===== src/rtl/dpot_i2c_pkg.sv =====
package dpot_i2c_pkg;

    localparam int BYTE_W = 8;

    typedef enum logic [2:0] {
        S_IDLE,
        S_ADDR,
        S_INSTR,
        S_DATA,
        S_ACK,
        S_TX,
        S_MACK,
        S_HALT
    } bus_st_t;

    typedef enum logic [1:0] {
        K_ADDR,
        K_INSTR,
        K_DATA
    } byte_kind_t;

endpackage


===== src/rtl/i2c_pin_filter.sv =====
module i2c_pin_filter #(
    parameter int GLITCH_CYC = 12
) (
    input  logic clk,
    input  logic rst_n,
    input  logic pin_i,
    output logic lvl_o
);
    localparam int CW = $clog2(GLITCH_CYC + 1);

    typedef struct packed {
        logic [1:0]    sync;
        logic          lvl;
        logic [CW-1:0] cnt;
    } flt_t;

    flt_t r_d, r_q;

    always_comb begin
        r_d      = r_q;
        r_d.sync = {r_q.sync[0], pin_i};
        if (r_q.sync[1] == r_q.lvl) begin
            r_d.cnt = '0;
        end else if (r_q.cnt == CW'(GLITCH_CYC - 1)) begin
            r_d.lvl = r_q.sync[1];
            r_d.cnt = '0;
        end else begin
            r_d.cnt = r_q.cnt + 1'b1;
        end
    end

    always_ff @(posedge clk or negedge rst_n) begin
        if (!rst_n) begin
            r_q <= '{sync: 2'b11, lvl: 1'b1, cnt: '0};
        end else begin
            r_q <= r_d;
        end
    end

    assign lvl_o = r_q.lvl;

    // the filtered level only moves to a value the synchronized pin held
    a_r12_follows_sync: assert property (@(posedge clk) disable iff (!rst_n)
        !$stable(r_q.lvl) |-> (r_q.lvl == $past(r_q.sync[1])));

endmodule


===== src/rtl/i2c_bus_events.sv =====
module i2c_bus_events (
    input  logic clk,
    input  logic rst_n,
    input  logic scl_l,
    input  logic sda_l,
    output logic ev_rise,
    output logic ev_fall,
    output logic ev_start,
    output logic ev_stop,
    output logic sda_at,
    output logic scl_at
);
    typedef struct packed {
        logic prev_scl;
        logic prev_sda;
        logic rise;
        logic fall;
        logic start;
        logic stop;
        logic sda;
        logic scl;
    } evt_t;

    evt_t e_d, e_q;

    always_comb begin
        e_d          = e_q;
        e_d.prev_scl = scl_l;
        e_d.prev_sda = sda_l;
        e_d.rise     = ~e_q.prev_scl & scl_l;
        e_d.fall     = e_q.prev_scl & ~scl_l;
        e_d.start    = e_q.prev_scl & scl_l & e_q.prev_sda & ~sda_l;
        e_d.stop     = e_q.prev_scl & scl_l & ~e_q.prev_sda & sda_l;
        e_d.sda      = sda_l;
        e_d.scl      = scl_l;
    end

    always_ff @(posedge clk or negedge rst_n) begin
        if (!rst_n) begin
            e_q <= '{prev_scl: 1'b1, prev_sda: 1'b1, rise: 1'b0, fall: 1'b0,
                     start: 1'b0, stop: 1'b0, sda: 1'b1, scl: 1'b1};
        end else begin
            e_q <= e_d;
        end
    end

    assign ev_rise  = e_q.rise;
    assign ev_fall  = e_q.fall;
    assign ev_start = e_q.start;
    assign ev_stop  = e_q.stop;
    assign sda_at   = e_q.sda;
    assign scl_at   = e_q.scl;

endmodule


===== src/rtl/dpot_cmd_fsm.sv =====
module dpot_cmd_fsm
    import dpot_i2c_pkg::*;
#(
    parameter logic [6:0] DEV_ADDR = 7'b0101111
) (
    input  logic              clk,
    input  logic              rst_n,
    input  logic              ev_rise,
    input  logic              ev_fall,
    input  logic              ev_start,
    input  logic              ev_stop,
    input  logic              sda_at,
    input  logic              scl_at,
    input  logic [BYTE_W-1:0] val0_i,
    input  logic [BYTE_W-1:0] val1_i,
    output logic              sda_oe,
    output logic              sel_ch,
    output logic              shdn,
    output logic              instr_stb,
    output logic              wr_stb,
    output logic [BYTE_W-1:0] wr_data
);
    localparam int CNT_W = $clog2(BYTE_W + 1);

    typedef struct packed {
        bus_st_t           st;
        byte_kind_t        kind;
        logic              rd;
        logic [CNT_W-1:0]  cnt;
        logic [BYTE_W-1:0] sh;
        logic              oe;
        logic              mack;
        logic              ch;
        logic              sd;
        logic              istb;
        logic              wstb;
        logic [BYTE_W-1:0] wdat;
    } fsm_t;

    fsm_t n_d, n_q;
    logic [BYTE_W-1:0] tx_val;

    assign tx_val = n_q.ch ? val1_i : val0_i;

    always_comb begin
        n_d      = n_q;
        n_d.istb = 1'b0;
        n_d.wstb = 1'b0;
        if (ev_stop) begin
            n_d.st = S_IDLE;
            n_d.oe = 1'b0;
        end else if (ev_start) begin
            n_d.st  = S_ADDR;
            n_d.cnt = '0;
            n_d.oe  = 1'b0;
        end else begin
            case (n_q.st)
                S_ADDR, S_INSTR, S_DATA: begin
                    if (ev_rise) begin
                        n_d.sh  = {n_q.sh[BYTE_W-2:0], sda_at};
                        n_d.cnt = n_q.cnt + 1'b1;
                    end else if (ev_fall && n_q.cnt == CNT_W'(BYTE_W)) begin
                        n_d.cnt = '0;
                        case (n_q.st)
                            S_ADDR: begin
                                if (n_q.sh[BYTE_W-1:1] == DEV_ADDR) begin
                                    n_d.rd   = n_q.sh[0];
                                    n_d.oe   = 1'b1;
                                    n_d.kind = K_ADDR;
                                    n_d.st   = S_ACK;
                                end else begin
                                    n_d.st = S_HALT;
                                end
                            end
                            S_INSTR: begin
                                n_d.ch   = n_q.sh[BYTE_W-1];
                                n_d.sd   = n_q.sh[BYTE_W-2];
                                n_d.istb = 1'b1;
                                n_d.oe   = 1'b1;
                                n_d.kind = K_INSTR;
                                n_d.st   = S_ACK;
                            end
                            default: begin
                                n_d.wdat = n_q.sh;
                                n_d.wstb = 1'b1;
                                n_d.oe   = 1'b1;
                                n_d.kind = K_DATA;
                                n_d.st   = S_ACK;
                            end
                        endcase
                    end
                end
                S_ACK: begin
                    if (ev_fall) begin
                        n_d.oe  = 1'b0;
                        n_d.cnt = '0;
                        if (n_q.kind == K_ADDR && n_q.rd) begin
                            n_d.sh = tx_val;
                            n_d.oe = ~tx_val[BYTE_W-1];
                            n_d.st = S_TX;
                        end else if (n_q.kind == K_ADDR) begin
                            n_d.st = S_INSTR;
                        end else if (n_q.kind == K_INSTR) begin
                            n_d.st = S_DATA;
                        end else begin
                            n_d.st = S_HALT;
                        end
                    end
                end
                S_TX: begin
                    if (ev_fall) begin
                        if (n_q.cnt == CNT_W'(BYTE_W - 1)) begin
                            n_d.oe  = 1'b0;
                            n_d.cnt = '0;
                            n_d.st  = S_MACK;
                        end else begin
                            n_d.cnt = n_q.cnt + 1'b1;
                            n_d.sh  = {n_q.sh[BYTE_W-2:0], 1'b0};
                            n_d.oe  = ~n_q.sh[BYTE_W-2];
                        end
                    end
                end
                S_MACK: begin
                    if (ev_rise) begin
                        n_d.mack = ~sda_at;
                    end else if (ev_fall) begin
                        if (n_q.mack) begin
                            n_d.sh  = tx_val;
                            n_d.oe  = ~tx_val[BYTE_W-1];
                            n_d.cnt = '0;
                            n_d.st  = S_TX;
                        end else begin
                            n_d.st = S_HALT;
                        end
                    end
                end
                default: ;
            endcase
        end
    end

    always_ff @(posedge clk or negedge rst_n) begin
        if (!rst_n) begin
            n_q <= '{st: S_IDLE, kind: K_ADDR, rd: 1'b0, cnt: '0, sh: '0,
                     oe: 1'b0, mack: 1'b0, ch: 1'b0, sd: 1'b0, istb: 1'b0,
                     wstb: 1'b0, wdat: '0};
        end else begin
            n_q <= n_d;
        end
    end

    assign sda_oe    = n_q.oe;
    assign sel_ch    = n_q.ch;
    assign shdn      = n_q.sd;
    assign instr_stb = n_q.istb;
    assign wr_stb    = n_q.wstb;
    assign wr_data   = n_q.wdat;

    a_r5_instr_single: assert property (@(posedge clk) disable iff (!rst_n)
        n_q.istb |=> !n_q.istb);

    a_r6_write_single: assert property (@(posedge clk) disable iff (!rst_n)
        n_q.wstb |=> !n_q.wstb);

    a_r6_write_acked: assert property (@(posedge clk) disable iff (!rst_n)
        n_q.wstb |-> n_q.oe);

    a_r2_stop_releases: assert property (@(posedge clk) disable iff (!rst_n)
        ev_stop |=> !n_q.oe);

    // the drive moves only while the filtered clock is low, except on START/STOP
    a_r3_drive_on_low_scl: assert property (@(posedge clk) disable iff (!rst_n)
        (!$stable(n_q.oe) && !$past(ev_stop) && !$past(ev_start)) |-> !scl_at);

endmodule


===== src/rtl/dpot_i2c_front.sv =====
module dpot_i2c_front
    import dpot_i2c_pkg::*;
#(
    parameter logic [6:0] DEV_ADDR   = 7'b0101111,
    parameter int         GLITCH_CYC = 12
) (
    input  logic              clk,
    input  logic              rst_n,
    input  logic              scl_i,
    input  logic              sda_i,
    output logic              sda_oe,
    input  logic [BYTE_W-1:0] val0_i,
    input  logic [BYTE_W-1:0] val1_i,
    output logic              sel_ch,
    output logic              shdn,
    output logic              instr_stb,
    output logic              wr_stb,
    output logic [BYTE_W-1:0] wr_data
);
    localparam int NPIN = 2;

    logic [NPIN-1:0] pin_raw;
    logic [NPIN-1:0] pin_lvl;
    logic ev_rise, ev_fall, ev_start, ev_stop, sda_at, scl_at;

    assign pin_raw = {scl_i, sda_i};

    for (genvar g = 0; g < NPIN; g++) begin : g_pin
        i2c_pin_filter #(.GLITCH_CYC(GLITCH_CYC)) u_flt (
            .clk   (clk),
            .rst_n (rst_n),
            .pin_i (pin_raw[g]),
            .lvl_o (pin_lvl[g])
        );
    end

    i2c_bus_events u_evt (
        .clk      (clk),
        .rst_n    (rst_n),
        .scl_l    (pin_lvl[1]),
        .sda_l    (pin_lvl[0]),
        .ev_rise  (ev_rise),
        .ev_fall  (ev_fall),
        .ev_start (ev_start),
        .ev_stop  (ev_stop),
        .sda_at   (sda_at),
        .scl_at   (scl_at)
    );

    dpot_cmd_fsm #(.DEV_ADDR(DEV_ADDR)) u_fsm (
        .clk       (clk),
        .rst_n     (rst_n),
        .ev_rise   (ev_rise),
        .ev_fall   (ev_fall),
        .ev_start  (ev_start),
        .ev_stop   (ev_stop),
        .sda_at    (sda_at),
        .scl_at    (scl_at),
        .val0_i    (val0_i),
        .val1_i    (val1_i),
        .sda_oe    (sda_oe),
        .sel_ch    (sel_ch),
        .shdn      (shdn),
        .instr_stb (instr_stb),
        .wr_stb    (wr_stb),
        .wr_data   (wr_data)
    );

endmodule


===== config.mk =====
export PLATFORM = sky130hd
export DESIGN_NAME = dpot_i2c_front
export DESIGN_NICKNAME = d
export VERILOG_FILES = /design/src/rtl/dpot_i2c_pkg.sv /design/src/rtl/i2c_pin_filter.sv /design/src/rtl/i2c_bus_events.sv /design/src/rtl/dpot_cmd_fsm.sv /design/src/rtl/dpot_i2c_front.sv
export SDC_FILE = /design/constraint.sdc
export NUM_CORES = 1
export LEC_CHECK = 0
export ABC_AREA = 0
export BUFFER_PORTS_ARGS = -buffer_cell sky130_fd_sc_hd__buf_2
export CAP_MARGIN = 40
export CORE_MARGIN = 2
export CORE_UTILIZATION = 60
export DETAILED_ROUTE_END_ITERATION = 8
export PLACE_DENSITY = 0.92
export SLEW_MARGIN = 20
export SYNTH_ARGS = -nofsm -noshare
export SYNTH_HDL_FRONTEND = slang
export SYNTH_SLANG_ARGS = --single-unit
export TNS_END_PERCENT = 50

===== constraint.sdc =====
create_clock -name clk -period 3.75 [get_ports clk]
set_clock_uncertainty 0.05 [all_clocks]
set_input_delay 0.75 -clock clk [delete_from_list [all_inputs] [get_ports clk]]
set_output_delay 0.75 -clock clk [all_outputs]
set_load 0.005 [all_outputs]

# Word level (Yosys, flattened, before mapping)
# Index checks and enable logic that the tools add are counted.
[totals]
reg_bits = 52
word_cells = 152
[classes]
add_sub_neg = 3
n_eq_ne = 38
mux = 49
bitwise_logic = 19
reduce_logical = 19
[op_table]
columns = ["operator", "n"]
rows = [
  ["$mux 13", 5],
  ["$mux 10", 6],
  ["$pmux 13 s4", 1],
  ["$mux 3", 11],
  ["$mux 4", 7],
  ["$mux 8", 3],
  ["$ne 4x4->1 const B", 5],
  ["$mux 9", 2],
  ["$reduce_and 6->1", 3],
  ["$ne 4x3->1 const B", 4],
  ["$reduce_and 8->1", 2],
  ["$add 4x1->4 const B", 3],
  ["$eq 4x4->1 const B", 3],
  ["$ne 2x2->1 const B", 6],
  ["$ne 3x3->1 const B", 4],
  ["$not 1->1", 12],
  ["$pmux 3 s4", 1],
  ["$reduce_and 11->1", 1],
  ["$pmux 5 s2", 1],
  ["$eq 3x3->1 const B", 3],
  ["$mux 1", 9],
  ["$reduce_and 9->1", 1],
  ["$and 1x1->1", 7],
  ["$eq 7x6->1 const B", 1],
  ["20 further kinds", 27],
]

# Logic depth before layout (Yosys ltp)
[depth]
depth_word = 8
depth_mapped = 7
ltp_nobuf = 7

# Modules after synthesis
# Synthesis repeated with hierarchy kept, for this count alone.
[hier_totals]
cells_unflattened = 238
area_unflattened_um2 = 2637.5
[by_module_without_submodules]
columns = ["mod", "n_inst", "cells_per_inst", "area_each_um2"]
rows = [
  ["dpot_cmd_fsm", 1, 185, 1875.5],
  ["i2c_pin_filter (g_pin[1].u_flt)", 1, 21, 290.3],
  ["i2c_pin_filter (g_pin[0].u_flt)", 1, 22, 284.0],
  ["i2c_bus_events", 1, 10, 187.7],
]

# Least setup slack after synthesis
# Ideal clock, no wire load.
[synth_path]
kind = "register to register"
startpoint = "reg u_fsm.n_q[22] (netlist bit)"
endpoint = "reg u_fsm.n_q, in the netlist u_fsm.wr_data[0]"
arrival_time_ns = 1.763
required_ns = 3.575
path_slack_ns = 1.812
path_stages_with_launch = 8
path_buffers = 0
cell_sequence = "dfrtp_1 inv_1 ha_1 nand4b_1 nor2_1 nand3_1 nor2_2 mux2_2"
[synth_via]
elab_chain_len = 3
[synth_lines]
columns = ["item", "line", "text"]
rows = [
  ["start: declaration", "dpot_cmd_fsm.sv:40", "fsm_t n_d, n_q;"],
  ["start signal: assignment", "dpot_cmd_fsm.sv:144", "n_q <= '{st: S_IDLE, kind: K_ADDR, rd: 1'b0, cnt: '0, sh: '0,"],
  ["start signal: assignment", "dpot_cmd_fsm.sv:148", "n_q <= n_d;"],
  ["$eq 4x4->1", "dpot_cmd_fsm.sv:62", "end else if (ev_fall && n_q.cnt == CNT_W'(BYTE_W)) begin"],
  ["$logic_and 1x1->1", "dpot_cmd_fsm.sv:62", ""],
  ["$reduce_and 6->1 (no source line)", "n/a", ""],
]
# Every way passes these cells.
# A chain may end at the register's enable or synchronous reset.

# Worst setup path after layout
[layout_path]
startpoint = "reg u_fsm.n_q[29] (netlist bit)"
endpoint = "reg u_fsm.n_q[16] (netlist bit)"
[layout_via]
elab_chain_len = 4
elab_cells_between_ends = 18
classes_between = "eq/ne: 14; mux: 1; reduce/logical: 3"
[layout_lines]
columns = ["item", "line", "text"]
rows = [
  ["$eq 3x1->1 / $eq 3x2->1 (equally long branches)", "dpot_cmd_fsm.sv:57", "case (n_q.st)"],
  ["$reduce_or 3->1", "dpot_cmd_fsm.sv:57", ""],
  ["$reduce_bool 4->1 (no source line) / $ne 2x2->1 (equally long branches)", "n/a", ""],
  ["$reduce_and 11->1 (no source line)", "n/a", ""],
]
# Several ways; a longest one is shown, not always the timed one.

==> results_dict.tcl <==
set metrics [dict create \
    yosysTopAreaCellShare_pct 40.7 \
    n_antenna_cell 0 \
    timing.critical_path.from "u_fsm.n_q[29]" \
    grt-ovfl-total 0 \
    holdBufCountCts 0 \
    via_per_inst 6.18 \
    critPathArrivalTime_ns 2.56 \
    post-route-period-util_pct 63.9 \
    antenna_found_initial 0 \
    grt_max_degree 31 \
    post-route-min-period_ns 2.40 \
    yosysSeqAreaShare_pct 48.5 \
    clock_path_buffers 2 \
    end_kind "flip-flop" \
    drive_gt1_share_pct 29.7 \
    crit-reg2reg-launch "u_fsm.n_q[29]" \
    crit_type "flip-flop to flip-flop" \
    fmaxAchievable_mhz 417 \
    finalNonFillerCells 325 \
    postLayoutCellArea_mm2 0.00294 \
    synth_area_mm2 0.00271 \
    regToRegSetupSlack_ns 1.35 \
    fin_util_pct 67.5 \
    placedCellCount 317 \
    synth_largest_area_cell "dfrtp_1" \
    vias 2007 \
    setup_viol 0 \
    maxSlewViolCount 0 \
    rr_worst_depth 4 \
    drc 0 \
    wl_per_cell_um 17.1 \
    initial_utilization_pct 62.1 \
    tritoncts "done" \
    r2r-end "u_fsm.n_q[16]" \
    die_h_um 71.1 \
    power_leakage_nw 1.37 \
    cp_max_fo 16 \
    ctsResizeCount 0 \
    area_delta_synth_final_pct 8.65 \
    power_density_mw_per_mm2 319 \
    cap_violations 0 \
    insertion_delay_ns 0.32 \
    status "complete, no violations" \
    die_x_um 71.1 \
    required_ns 3.91 \
    first_global_vias 2058 \
    synth_cells 247 \
    post_cts_buffers 0 \
    slew_headroom_pct 62.0 \
    ys.flop_type "dfrtp_1" \
    hold_violations 0 \
    hpwl_um 4060 \
    ys_types 49 \
    post_dp_cell_area_mm2 0.00285 \
    synthTopCellsByArea "dfrtp_1 41%, dfstp_2 7.8%, mux2_2 6.2%" \
    synth_nets 271 \
    rsz0062_at_grt "no" \
    setup_tns_ns 0 \
    syn_area_per_cell_um2 11.0 \
    synth_edf_count 0 \
    gr-usage-all-layers_pct 23.9 \
    synth_most_common_cell "dfrtp_1" \
    grt_pass1_wl_um 9480 \
    rows 24 \
    core-area_mm2 0.00435 \
    cp_cell_sequence "o21ai_0 > a21oi_1 > or4b_1 > mux2_4" \
    hp-class "input pin to async pin" \
    cts_root_buf "clkbuf_8" \
    num_io_pins 33 \
    nets 296 \
    ys_ff_latch 52 \
    clock_sinks 52 \
    synth-warning-count 0 \
    worstMarginPinSlew_ns 0.568 \
    drt_iter0_drc 152 \
    worstSetupStartpointType "flip-flop" \
    ant_nets 0 \
    yosys-top-cells-count "44 x dfrtp_1, 21 x nand2_1, 16 x nor2_1" \
    cts.clk_slew.worst_paths_ns 0.10 \
    htree_levels 2 \
    peakVddDrop_mv 0.267 \
    gp_congestion 0.953 \
    fp.dieArea_mm2 0.00506 \
    ys_async_sr_fraction_pct 100 \
    routed_wl_um 5550 \
    crit_slowest_cell "or4b_1" \
    first_pass_iters 4 \
    max_stage_delay_ns 0.71 \
    numCtsBuffers 5 \
    io_buffers 32 \
    nFillCells 333 \
]
## worst max-delay path by stage
| stage | to | slack (ns) | cells past startpoint |
|---|---|---|---|
| global route | u_fsm.n_q[18] | 1.24 | 5 |
| floorplan | u_fsm.wr_data[0] | 1.81 | 7 |
| finish | u_fsm.n_q[16] | 1.35 | 4 |
| global placement | u_fsm.n_q[17] | 1.45 | 5 |
| CTS | u_fsm.n_q[19] | 1.39 | 5 |
| detailed placement | u_fsm.n_q[20] | 1.40 | 5 |
## cell usage in the layout (no fill, tap or decap), types with 3 or more instances in the layout
cell and instances:
dfrtp_1 44, buf_2 32, nand2_1 21, nor2_1 16
o21ai_0 15, mux2_2 15, mux2i_1 13, inv_1 8
a21oi_1 8, mux2_4 8, dfstp_2 8, nor2b_1 7
nor3b_1 7, nand3_1 5, clkbuf_8 5, xnor2_1 4
nor3_1 4, ha_1 4, nand3b_1 3, a211o_1 3
## power by group
part	switching (mW)	internal (mW)	total, mW
logic	0.0217	0.0197	0.0413
registers	0.00656	0.571	0.577
clock network	0.186	0.133	0.319
total	0.214	0.724	0.938
## routing by layer
| layer | GRT usage [%] | vias up | part of all wire, % |
|---|---|---|---|
| li1 | - | 923 | - |
| met1 | 29.4 | 1012 | 40 |
| met2 | 41.0 | 57 | 53 |
| met3 | 4.42 | 15 | 4.4 |
| met4 | 10.7 | 0 | 2.5 |
| met5 | 0 | - | 0 |
## registers in the layout (all words and copies together), names as in the netlist, 2 cells and up
signal	cells
g_pin.u_flt.r_d	2
g_pin.u_flt.r_q	10
u_fsm.n_q	19
g_pin.u_flt.lvl_o	2
u_fsm.wr_data	8
## stage by stage
stage                     total power, mW  worst slack [ns]  hold slack [ns]
after floorplan                     0.602              1.81            0.295
after global placement              0.625              1.45            0.300
after detailed placement            0.631              1.40            0.298
after CTS                           0.947              1.39            0.259
after global routing                0.966              1.24            0.275
final                               0.938              1.35            0.250
## worst max-delay path: cells and delay by family, from the launching register on
kind	cells	cell delay, ns
multiplexers	1	0.38
AO/OA/AOI/OAI	2	0.46
flip-flops	1	0.70
AND/OR/NAND/NOR	1	0.71
## area by class of cell
cell class                      count  area (um^2)  share of cell area [%]
Clock buffer                        6         72.6                    2.47
Clock inverter                      2         13.8                   0.468
Inverter                            8         30.0                    1.02
Multi-Input combinational cell    171         1260                    42.8
Sequential cell                    52         1310                    44.6
Tap cell                           52         65.1                    2.21
Timing Repair Buffer               34          188                    6.39
## cell families after synthesis
| group | after synthesis | share of synthesized area, % |
|---|---|---|
| buf+inv | 24 | 5.00 |
| flops | 52 | 48.5 |
| compound gates | 47 | 11.8 |
| fa+ha+maj | 4 | 1.85 |
| mux | 36 | 15.5 |
| xor+xnor | 4 | 1.29 |
| simple gates | 80 | 16.1 |
Note: power is estimated with default switching activity, not from simulation.
